File: src/rtl/gps_pkg.sv
package gps_pkg;
    typedef enum logic {
        ST_IDLE = 1'b0,
        ST_RUN  = 1'b1
    } ser_state_e;
endpackage

File: src/rtl/gps_char_divider.sv
module gps_char_divider
    import gps_pkg::*;
#(
    parameter int PIX_PER_CHAR = 8
) (
    input  logic                            clk,
    input  logic                            rst,
    input  logic                            load,
    output logic [$clog2(PIX_PER_CHAR)-1:0] phase,
    output logic                            running
);
    localparam int PHASE_W = $clog2(PIX_PER_CHAR);
    localparam logic [PHASE_W-1:0] LAST_PHASE = PHASE_W'(PIX_PER_CHAR - 1);

    ser_state_e state, state_nxt;

    // next-state selection
    always_comb begin
        state_nxt = state;
        unique case (state)
            ST_IDLE: if (load) state_nxt = ST_RUN;
            ST_RUN: begin
                if (load)                     state_nxt = ST_RUN;
                else if (phase == LAST_PHASE) state_nxt = ST_IDLE;
            end
            default: state_nxt = ST_IDLE;
        endcase
    end

    // state register
    always_ff @(posedge clk) begin
        if (rst) state <= ST_IDLE;
        else     state <= state_nxt;
    end

    // dot phase counter
    always_ff @(posedge clk) begin
        if (rst || load)
            phase <= '0;
        else if (state == ST_RUN && phase != LAST_PHASE)
            phase <= phase + 1'b1;
        else
            phase <= '0;
    end

    // outputs
    always_comb begin
        running = (state == ST_RUN);
    end

    // reset leaves the sequencer idle at phase 0
    a_r1_reset_idle: assert property (@(posedge clk) disable iff (rst)
        $past(rst) |-> (state == ST_IDLE && phase == '0));
    // phase steps by one inside a period
    a_r2_phase_step: assert property (@(posedge clk) disable iff (rst)
        (state == ST_RUN && !load && phase != LAST_PHASE) |=> (phase == $past(phase) + 1'b1));
    // a load always restarts at dot 0 in run
    a_r8_load_restart: assert property (@(posedge clk) disable iff (rst)
        load |=> (state == ST_RUN && phase == '0));
    // end of period without reload goes idle
    a_r7_end_idle: assert property (@(posedge clk) disable iff (rst)
        (state == ST_RUN && phase == LAST_PHASE && !load) |=> (state == ST_IDLE));
endmodule

File: src/rtl/gps_shifter.sv
module gps_shifter #(
    parameter int DATA_W = 8
) (
    input  logic              clk,
    input  logic              rst,
    input  logic              load,
    input  logic [DATA_W-1:0] data_in,
    input  logic              advance,
    output logic [1:0]        pair
);
    logic [DATA_W-1:0] shreg;

    always_ff @(posedge clk) begin
        if (rst)
            shreg <= '0;
        else if (load)
            shreg <= data_in;
        else if (advance)
            shreg <= {shreg[DATA_W-3:0], 2'b00};
    end

    always_comb begin
        pair = shreg[DATA_W-1 -: 2];
    end

    // a load captures the byte
    a_r3_capture: assert property (@(posedge clk) disable iff (rst)
        load |=> (shreg == $past(data_in)));
    // the register shifts by one packet on an advance
    a_r3_packet_shift: assert property (@(posedge clk) disable iff (rst)
        (!load && advance) |=> (shreg == {$past(shreg[DATA_W-3:0]), 2'b00}));
    // otherwise the register holds
    a_r3_hold: assert property (@(posedge clk) disable iff (rst)
        (!load && !advance) |=> $stable(shreg));
endmodule

File: src/rtl/gps_pixel_mux.sv
module gps_pixel_mux (
    input  logic [1:0] pair,
    input  logic       odd_dot,
    input  logic       running,
    input  logic       hires,
    input  logic       disp_en,
    input  logic [1:0] bg_sel,
    output logic [1:0] pix
);
    logic bit_sel;

    always_comb begin
        bit_sel = odd_dot ? pair[0] : pair[1];
        if (!disp_en || !running)
            pix = bg_sel;
        else if (hires)
            pix = {bit_sel, bit_sel};
        else
            pix = pair;
    end
endmodule

File: src/rtl/gfx_pixel_serializer.sv
module gfx_pixel_serializer #(
    parameter int PIX_PER_CHAR = 8
) (
    input  logic                    clk,
    input  logic                    rst,
    input  logic                    load,
    input  logic [PIX_PER_CHAR-1:0] data_in,
    input  logic                    hires,
    input  logic                    disp_en,
    input  logic [1:0]              bg_sel,
    output logic [1:0]              pix_out
);
    localparam int PHASE_W = $clog2(PIX_PER_CHAR);

    logic [PHASE_W-1:0] phase;
    logic               running;
    logic [1:0]         pair;
    logic               advance;

    gps_char_divider #(.PIX_PER_CHAR(PIX_PER_CHAR)) u_div (
        .clk     (clk),
        .rst     (rst),
        .load    (load),
        .phase   (phase),
        .running (running)
    );

    always_comb begin
        advance = running && phase[0];
    end

    gps_shifter #(.DATA_W(PIX_PER_CHAR)) u_shift (
        .clk     (clk),
        .rst     (rst),
        .load    (load),
        .data_in (data_in),
        .advance (advance),
        .pair    (pair)
    );

    gps_pixel_mux u_mux (
        .pair    (pair),
        .odd_dot (phase[0]),
        .running (running),
        .hires   (hires),
        .disp_en (disp_en),
        .bg_sel  (bg_sel),
        .pix     (pix_out)
    );

    // in 1bpp mode only indices 0 and 3 appear while displaying
    a_r4_two_levels: assert property (@(posedge clk) disable iff (rst)
        (hires && disp_en && running) |-> (pix_out == 2'b00 || pix_out == 2'b11));
endmodule

File: config.mk
export PLATFORM = sky130hd
export DESIGN_NAME = gfx_pixel_serializer
export DESIGN_NICKNAME = d
export VERILOG_FILES = /design/src/rtl/gps_pkg.sv /design/src/rtl/gps_char_divider.sv /design/src/rtl/gps_shifter.sv /design/src/rtl/gps_pixel_mux.sv /design/src/rtl/gfx_pixel_serializer.sv
export SDC_FILE = /design/constraint.sdc
export NUM_CORES = 1
export LEC_CHECK = 0
export CAP_MARGIN = 20
export CORE_AREA = 2 2 39 41
export DETAILED_ROUTE_END_ITERATION = 16
export DIE_AREA = 0 0 41 43
export HOLD_SLACK_MARGIN = 0.15
export PLACE_DENSITY = 0.72
export SKIP_LAST_GASP = 1
export SYNTH_ARGS = -nofsm -noshare
export SYNTH_HDL_FRONTEND = slang
export SYNTH_SLANG_ARGS = --single-unit
File: constraint.sdc
create_clock -name clk -period 1.25 [get_ports clk]
set_input_delay 0.25 -clock clk [delete_from_list [all_inputs] [get_ports clk]]
set_output_delay 0.25 -clock clk [all_outputs]
set_load 0.1 [all_outputs]
---- Yosys cells after proc, flatten, opt, wreduce, memory -nomap -nowiden ----
Cells that the tools add are included.
word-level totals
  bits of input ports ..................... 15
  register bits ........................... 12
operators by class
  equal/unequal tests ..................... 2
  bitwise gates (word level) .............. 2
  multiplexer cells ....................... 9
  reduce and logical (&&, ||, !) cells .... 8
  add/sub/neg operators ................... 1
operators by type and width
  cell                                                           count
  8-bit 2-to-1 mux                                               2
  1-bit 2-to-1 mux                                               4
  2-bit 2-to-1 mux                                               2
  3-bit by 1-bit adder with 3-bit output, second input constant  1
  3-bit == test, second input constant                           1
  3-bit inequality test, second input constant                   1
  1-bit logical AND                                              2
  1-bit logical NOT                                              2
  1-bit logical OR                                               2
  1-bit NOT                                                      2
  1-bit case mux with 2 select lines                             1
  2-bit nonzero test                                             1
  2-bit OR reduction                                             1

---- Longest topological paths before layout ----
Gate-level depths: netlist (run 1).
  depth after elaboration ................. 4
  mapped depth ............................ 5

---- By module ----
A second synthesis (run 1) with hierarchy kept.
second synthesis, totals
  cell total of the unflattened synthesis .. 60
  area total of the unflattened synthesis .. 616.8 um2
modules (own cells, without submodules)
  module                cells each  area an instance (um2)  instances
  gps_shifter           38          390.4                   1
  gps_char_divider      13          167.7                   1
  gps_pixel_mux         8           52.6                    1
  gfx_pixel_serializer  1           6.3                     1

---- Worst setup path after synthesis (run 1) ----
No wires, ideal clock.
  path kind ............................... reg2out
  from .................................... register u_div.phase[0]
  to ...................................... output pix_out[0]
  cell stages (with the launch flop) ...... 5
  data arrival time ....................... 2,195 ps
  data required time ...................... 1,000 ps
  path slack .............................. -1,195 ps
  cells stage by stage .................... dfxtp_1 > buf_6 > nor2b_1 > mux2i_1 > a31oi_1
between the ends
  cells in the longest elaborated chain, start to end .. 3
RTL lines
  element                   RTL line                    source
  start: declaration        gps_char_divider.sv:9       output logic [$clog2(PIX_PER_CHAR)-1:0] phase,
  start signal: assignment  gps_char_divider.sv:41      phase <= phase + 1'b1;
  1-bit 2-to-1 mux          gps_pixel_mux.sv:13         bit_sel = odd_dot ? pair[0] : pair[1];
  2-bit 2-to-1 mux          gps_pixel_mux.sv:16         else if (hires)
  2-bit 2-to-1 mux          gps_pixel_mux.sv:14         if (!disp_en || !running)
  end: declaration          gfx_pixel_serializer.sv:11  output logic [1:0] pix_out
Every way passes these cells.

---- Worst setup path in the final report (run 1) ----
Same ends and word-level chain as after synthesis.

==> flow_summary_export.csv, run 1 <==
group,metric,value,unit
setup_path,cp_slowest_cell,"dfxtp_4",
timing,setup_viol,6,
route,detail_route.wirelength,1401,microns
setup_path,cp-end-kind,"output port",
die,die_area,1763,sq um
synthesis,synth_cells,64,
setup_path,rr_worst_depth,7,
die,io_pins,17,
power,leakage,0.3641,nW
timing,hold_slack,477.2,ps
die,die_h,43,microns
synthesis,yosys-top-cells-area,"dfxtp_1 (44%), a311oi_1 (9.6%), nand3_1 (7.3%)",
die,die_w,41,microns
synthesis,synth_top_family_by_area,"simple AND/OR/NAND/NOR gates",
layout,layout-drive-gt1-share,45.05,%
synthesis,synth_area_leader_cell,"dfxtp_1",
global_route,grt_pass1_wl,2097,microns
synthesis,yosysWarnings,0,
global_route,antenna_found_initial,0,
setup_path,cp_max_fo,3,
setup_path,crit_type,"flip-flop to output port",
min_path,hold-path-endpoint,"u_shift.shreg[1]",
setup_path,r2r_slack,-190,ps
timing,drv_slew,0,
timing,timing_hold_violations_final,0,
synthesis,avgSynthCellArea,8.563,sq um
placed_design,place_hpwl,916.4,microns
clocking,clk_pin_slew,70,ps
synthesis,ys_seq_elements,12,
synthesis,synthMuxAreaShare,3.653,%
synthesis,ys_types,19,
route,wl_per_cell,13.09,microns
route,antenna_left,0,
setup_path,critPathArrivalTime,1300,ps
timing,max-slew-margin-rel,81.21,%
synthesis,synth_top_area_share,43.84,%
layout,final_common_cell,"clkdlybuf4s50_1",
power,switching_power,0.2753,mW
setup_path,crit_required,1000,ps
layout,diodes,0,
die,core_area,1384,sq um
layout,area_growth,84.02,%
timing,fmax,0.6437,GHz
setup_path,slowest_delay,360,ps
power,power_frac_comb,28.3,%
timing,worst_slack,-303.6,ps
clocking,numCtsBuffers,3,
status,violations,"negative setup slack",
synthesis,synth_seq_area_share,43.84,%
min_path,holdCritStartpoint,"u_shift.shreg[1]",
synthesis,syn_area,548.0,sq um
clocking,cts_buffer_depth,2,
timing,min_period_over_period,124.3,%
timing,finClkSkew,5.884,ps
clocking,clock-sinks,12,
synthesis,synth-simple-area-share,25.34,%
setup_path,critical_path.cell_chain,"nor2b_4 -> mux2i_2 -> a31oi_4 -> buf_12",
die,start_util,39.60,%
timing,max_slew.worst_pin.slew,281.5,ps
power,vdd_drop_max,589.4,uV
placed_design,gp_congestion,0.6955,
global_route,grt_use_total,17.31,%
global_route,overflow,0,
clocking,cts_hold_buffers,0,
synthesis,synthAdderAreaFrac,4.566,%
power,internal-power,0.6444,mW
power,clkPwrFrac,25.6,%
job,drv_cap,0,
power,power.share.switching,29.94,%
clocking,cts_root_buf,"clkbuf_4",
clocking,cts_max_level,1,
synthesis,synth-compound-area-share,16.44,%
route,viasPerCell,5.252,
placed_design,numPortBuffers,16,
layout,nets,110,
min_path,hold_path.class,"flip-flop to flip-flop",
route,vias,562,
timing,rsz0062_at_grt,"yes",
layout,final_cell_mix,"clkdlybuf4s50_1 (13), dfxtp_1 (11), buf_4 (9), nand3_1 (8), nor2_1 (6)",
route,drt-initial-drc-count,7,
route,firstDrtPassIters,3,
power,p_per_area,912.0,nW/um^2
global_route,grt_pass1_vias,531,
route,drcViolationCount,0,
setup_path,r2r-end,"u_div.phase[2]",
status,status,"finished with violations",
clocking,clk_latency,270,ps
timing,min_period,1554,ps
die,placementRows,14,
clocking,cts_tree,"yes",
synthesis,synth_xor_area_share,0,%
layout,utilization,72.88,%
min_path,min_path_cells,2,
setup_path,reg2reg_from,"u_div.phase[0]",
power,pwr-share-seq,46.2,%
global_route,grt_max_degree,16,
synthesis,synth_nets,81,
setup_path,start_kind,"flip-flop",
[Yosys cell counts]
master,instances
a21oi_1,5
a311oi_1,6
a31oi_1,2
and2_1,2
buf_4,2
buf_6,1
clkbuf_1,1
dfxtp_1,12
ha_1,2
inv_2,1
mux2i_1,2
nand2_1,9
nand2_2,1
nand2b_1,1
nand3_1,8
nor2_1,6
nor2b_1,1
nor3_1,1
nor4_1,1
[cells by family after synthesis]
family                     Yosys count
buffers and inverters                5
and+or+nand+nor                     30
muxes                                2
DFF                                 12
adders and majority gates            2
AOI/OAI and AO/OA                   13
[metal layers]
layer	up-vias	global-route usage [%]	share of wire, %
li1	289	-	-
met1	254	21.45	46
met2	17	26.56	48
met3	2	3.141	4.8
met4	0	10.00	1.8
met5	-	0	0
[flip-flops by register name, summed over array words and instances (netlist names)]
| name | cells |
|---|---|
| u_div.running | 1 |
| u_div.phase | 3 |
| u_shift.shreg | 8 |
[power by group through the flow]
| stage | registers [mW] | clock network (mW) | logic (mW) |
|---|---|---|---|
| 2_1_floorplan | 0.422 | 0 | 0.122 |
| 3_3_place_gp | 0.428 | 0 | 0.218 |
| 3_5_place_dp | 0.429 | 0 | 0.220 |
| 4_1_cts | 0.420 | 0.242 | 0.229 |
| 5_1_grt | 0.427 | 0.255 | 0.278 |
| 6_report | 0.425 | 0.235 | 0.260 |
[per-stage QoR]
stage	setup WS, ps	setup TNS (ps)	instance area [sq um]	instances	power [mW]
floorplan	-236.5	-470.2	589.3	64	0.5442
global route	-346.1	-1467	1008	107	0.9592
detailed placement	-475.2	-1067	827.0	101	0.6486
global placement	-460.0	-927.3	827.0	101	0.6455
CTS	-315.8	-773.6	878.3	105	0.8901
finish	-303.6	-1062	1008	107	0.9198
[area by class of cell]
type                       instances  area, sq um
tap                               16        20.02
timing repair buffer              28        284.0
sequential                        12        244.0
multi-input combinational         47        434.2
inverter                           1        3.754
clock buffer                       3        22.52
fill                             110        375.4
[worst max-delay path: cells and delay by family (launching register included)]
kind                   cells  cell delay (ps)
DFF                        1              360
AOI/OAI and AO/OA          1              120
and+or+nand+nor            1              110
muxes                      1              260
buffers and inverters      1              180
[how the worst max path moves through the flow]
stage                         startpoint    endpoint  cells after the start
final                     u_div.phase[0]  pix_out[0]                      4
after global routing      u_div.phase[0]  pix_out[0]                      4
after CTS                 u_div.phase[0]  pix_out[0]                      4
after detailed placement           hires  pix_out[0]                      5
after global placement             hires  pix_out[0]                      5
after floorplan           u_div.phase[0]  pix_out[1]                      4
[repair_timing]
item,CTS,global route
pin swaps,2,12
buffers inserted,1,2
setup endpoints to repair,4,12
gates resized for setup,6,23
(Power assumes the default switching activity.)
==> run 2: changes to the inputs <==
--- a/config.mk
+++ b/config.mk
@@ -7,6 +7,7 @@
 export LEC_CHECK = 0
 export CAP_MARGIN = 20
 export CORE_AREA = 2 2 39 41
+export CTS_BUF_LIST = sky130_fd_sc_hd__clkbuf_16
 export DETAILED_ROUTE_END_ITERATION = 16
 export DIE_AREA = 0 0 41 43
 export HOLD_SLACK_MARGIN = 0.15
@@ -15,3 +16,4 @@
 export SYNTH_ARGS = -nofsm -noshare
 export SYNTH_HDL_FRONTEND = slang
 export SYNTH_SLANG_ARGS = --single-unit
+export TNS_END_PERCENT = 5
==> flow_summary_export.csv, run 2 (synthesis gave the netlist of run 1 again) <==
group,metric,value,unit
route,wl_per_cell,12.90,microns
die,io_pins,17,
route,drt-initial-drc-count,8,
setup_path,critPathArrivalTime,1290,ps
timing,fmax,0.6501,GHz
route,wl_met2,680,microns
layout,layout-drive-gt1-share,26.97,%
layout,fin_cells,105,
layout,nets,108,
placed_design,gp_congestion,0.6955,
clocking,cts_max_level,1,
power,total_power,1.211,mW
placed_design,place_hpwl,916.4,microns
clocking,cts_hold_buffers,0,
route,route.met3.wl,89,microns
placed_design,placed_cells,101,
timing,max-slew-margin-rel,81.58,%
min_path,hold_path.class,"flip-flop to flip-flop",
die,die_area,1763,sq um
route,drcViolationCount,0,
status,violations,"negative setup slack",
timing,finClkSkew,0.5332,ps
layout,area_growth,67.58,%
layout,fill_cells,115,
route,detail_route.wirelength,1355,microns
setup_path,start_kind,"flip-flop",
power,vdd_drop_max,711.7,uV
clocking,cts_root_buf,"clkbuf_16",
status,status,"finished with violations",
setup_path,crit_required,1000,ps
layout,top_register,"u_shift.shreg",
layout,final_common_cell,"clkdlybuf4s50_1",
global_route,overflow,0,
clocking,cts_buffer_depth,2,
timing,drv_slew,0,
timing,tns,-934.3,ps
setup_path,cp-end-kind,"output port",
clocking,cts_tree,"yes",
timing,rsz0062_at_grt,"yes",
power,p_per_area,1319,nW/um^2
die,placementRows,14,
placed_design,dpl_worst_slack,-475.2,ps
global_route,grt_use_total,18.22,%
setup_path,cp_max_fo,3,
placed_design,place_area,827.0,sq um
route,highest_layer,"met4",
route,antenna_left,0,
layout,final_cell_area,918.4,sq um
die,start_util,39.60,%
route,met1_length,576,microns
job,drv_cap,0,
timing,min_period,1538,ps
route,firstDrtPassIters,4,
die,die_w,41,microns
global_route,grt_max_degree,16,
setup_path,crit_type,"flip-flop to output port",
clocking,numCtsBuffers,3,
clocking,clock-sinks,12,
clocking,clk_pin_slew,40,ps
timing,setup_viol,5,
timing,timing_hold_violations_final,0,
timing,max_slew.worst_pin.slew,276.3,ps
global_route,antenna_found_initial,0,
clocking,clk_latency,230,ps
global_route,grt_pass1_vias,532,
route,vias,549,
timing,min_period_over_period,123.1,%
die,die_h,43,microns
layout,diodes,0,
power,leakage,0.3679,nW
route,viasPerCell,5.229,
layout,largest_reg_flops,8,
placed_design,numPortBuffers,16,
global_route,grt_pass1_wl,2152,microns
timing,worst_slack,-288.1,ps
layout,final_cell_mix,"clkdlybuf4s50_1 (13), dfxtp_1 (11), buf_4 (10), nand2_1 (8), nand3_1 (8)",
die,core_area,1384,sq um
==> run 2: cell types whose count changed in the layout (fill, tap and decap cells not counted), sizes merged <==
cell	previous run	this run
buf	14	12
==> run 2: path summary, 6_finish.rpt <==
path / startpoint / end / slack [ps] / cells after the start
setup / recovery: u_div.phase[0] / pix_out[0] / -290 / 4
hold / removal: u_shift.shreg[1] / u_shift.shreg[1] / 470 / 2
setup reg to reg: u_div.phase[0] / u_div.phase[2] / -130 / 6
hold reg to reg: u_shift.shreg[1] / u_shift.shreg[1] / 470 / 2
==> run 2: worst max-delay path, stage by stage (launching register included) <==
cell and delay (ps):
dfxtp_4 350, nor2b_4 110, mux2i_2 270, a31oi_4 130, buf_12 180
==> run 2: stage by stage <==
| stage | hold slack, ps | util (%) |
|---|---|---|
| 5_1_grt | 500.9 | 66.37 |
| 2_1_floorplan | 321.0 | - |
| 6_report | 470.3 | 66.37 |
| 3_3_place_gp | 458.1 | 59.76 |
| 4_1_cts | 471.0 | 66.09 |
| 3_5_place_dp | 463.9 | 59.76 |
==> run 2: metal layers <==
metal	GRT usage, %	vias to the layer above
li1	-	286
met1	20.79	236
met2	29.06	25
met3	4.712	2
met4	10.00	0
met5	0	-
==> run 2: layout make-up <==
| cell class | instances | area (sq um) | area share (%) |
|---|---|---|---|
| repair buffers | 26 | 254.0 | 27.66 |
| well taps | 16 | 20.02 | 2.180 |
| multi-input cells | 47 | 321.6 | 35.01 |
| inverters | 1 | 3.754 | 0.4087 |
| flip-flops and latches | 12 | 244.0 | 26.57 |
| clock buffers | 3 | 75.07 | 8.174 |
==> run 2: timing repair <==
item,CTS,global route
endpoints found under the setup margin,5,12
gates resized for setup,3,1
hold endpoints to repair,0,0
buffers inserted,1,0
pin swaps,1,0
==> run 2: report_power, final <==
part / switching (mW) / total, mW / internal (mW)
Sequential: 0.0181 / 0.423 / 0.405
Clock: 0.147 / 0.562 / 0.415
Combinational: 0.114 / 0.227 / 0.113
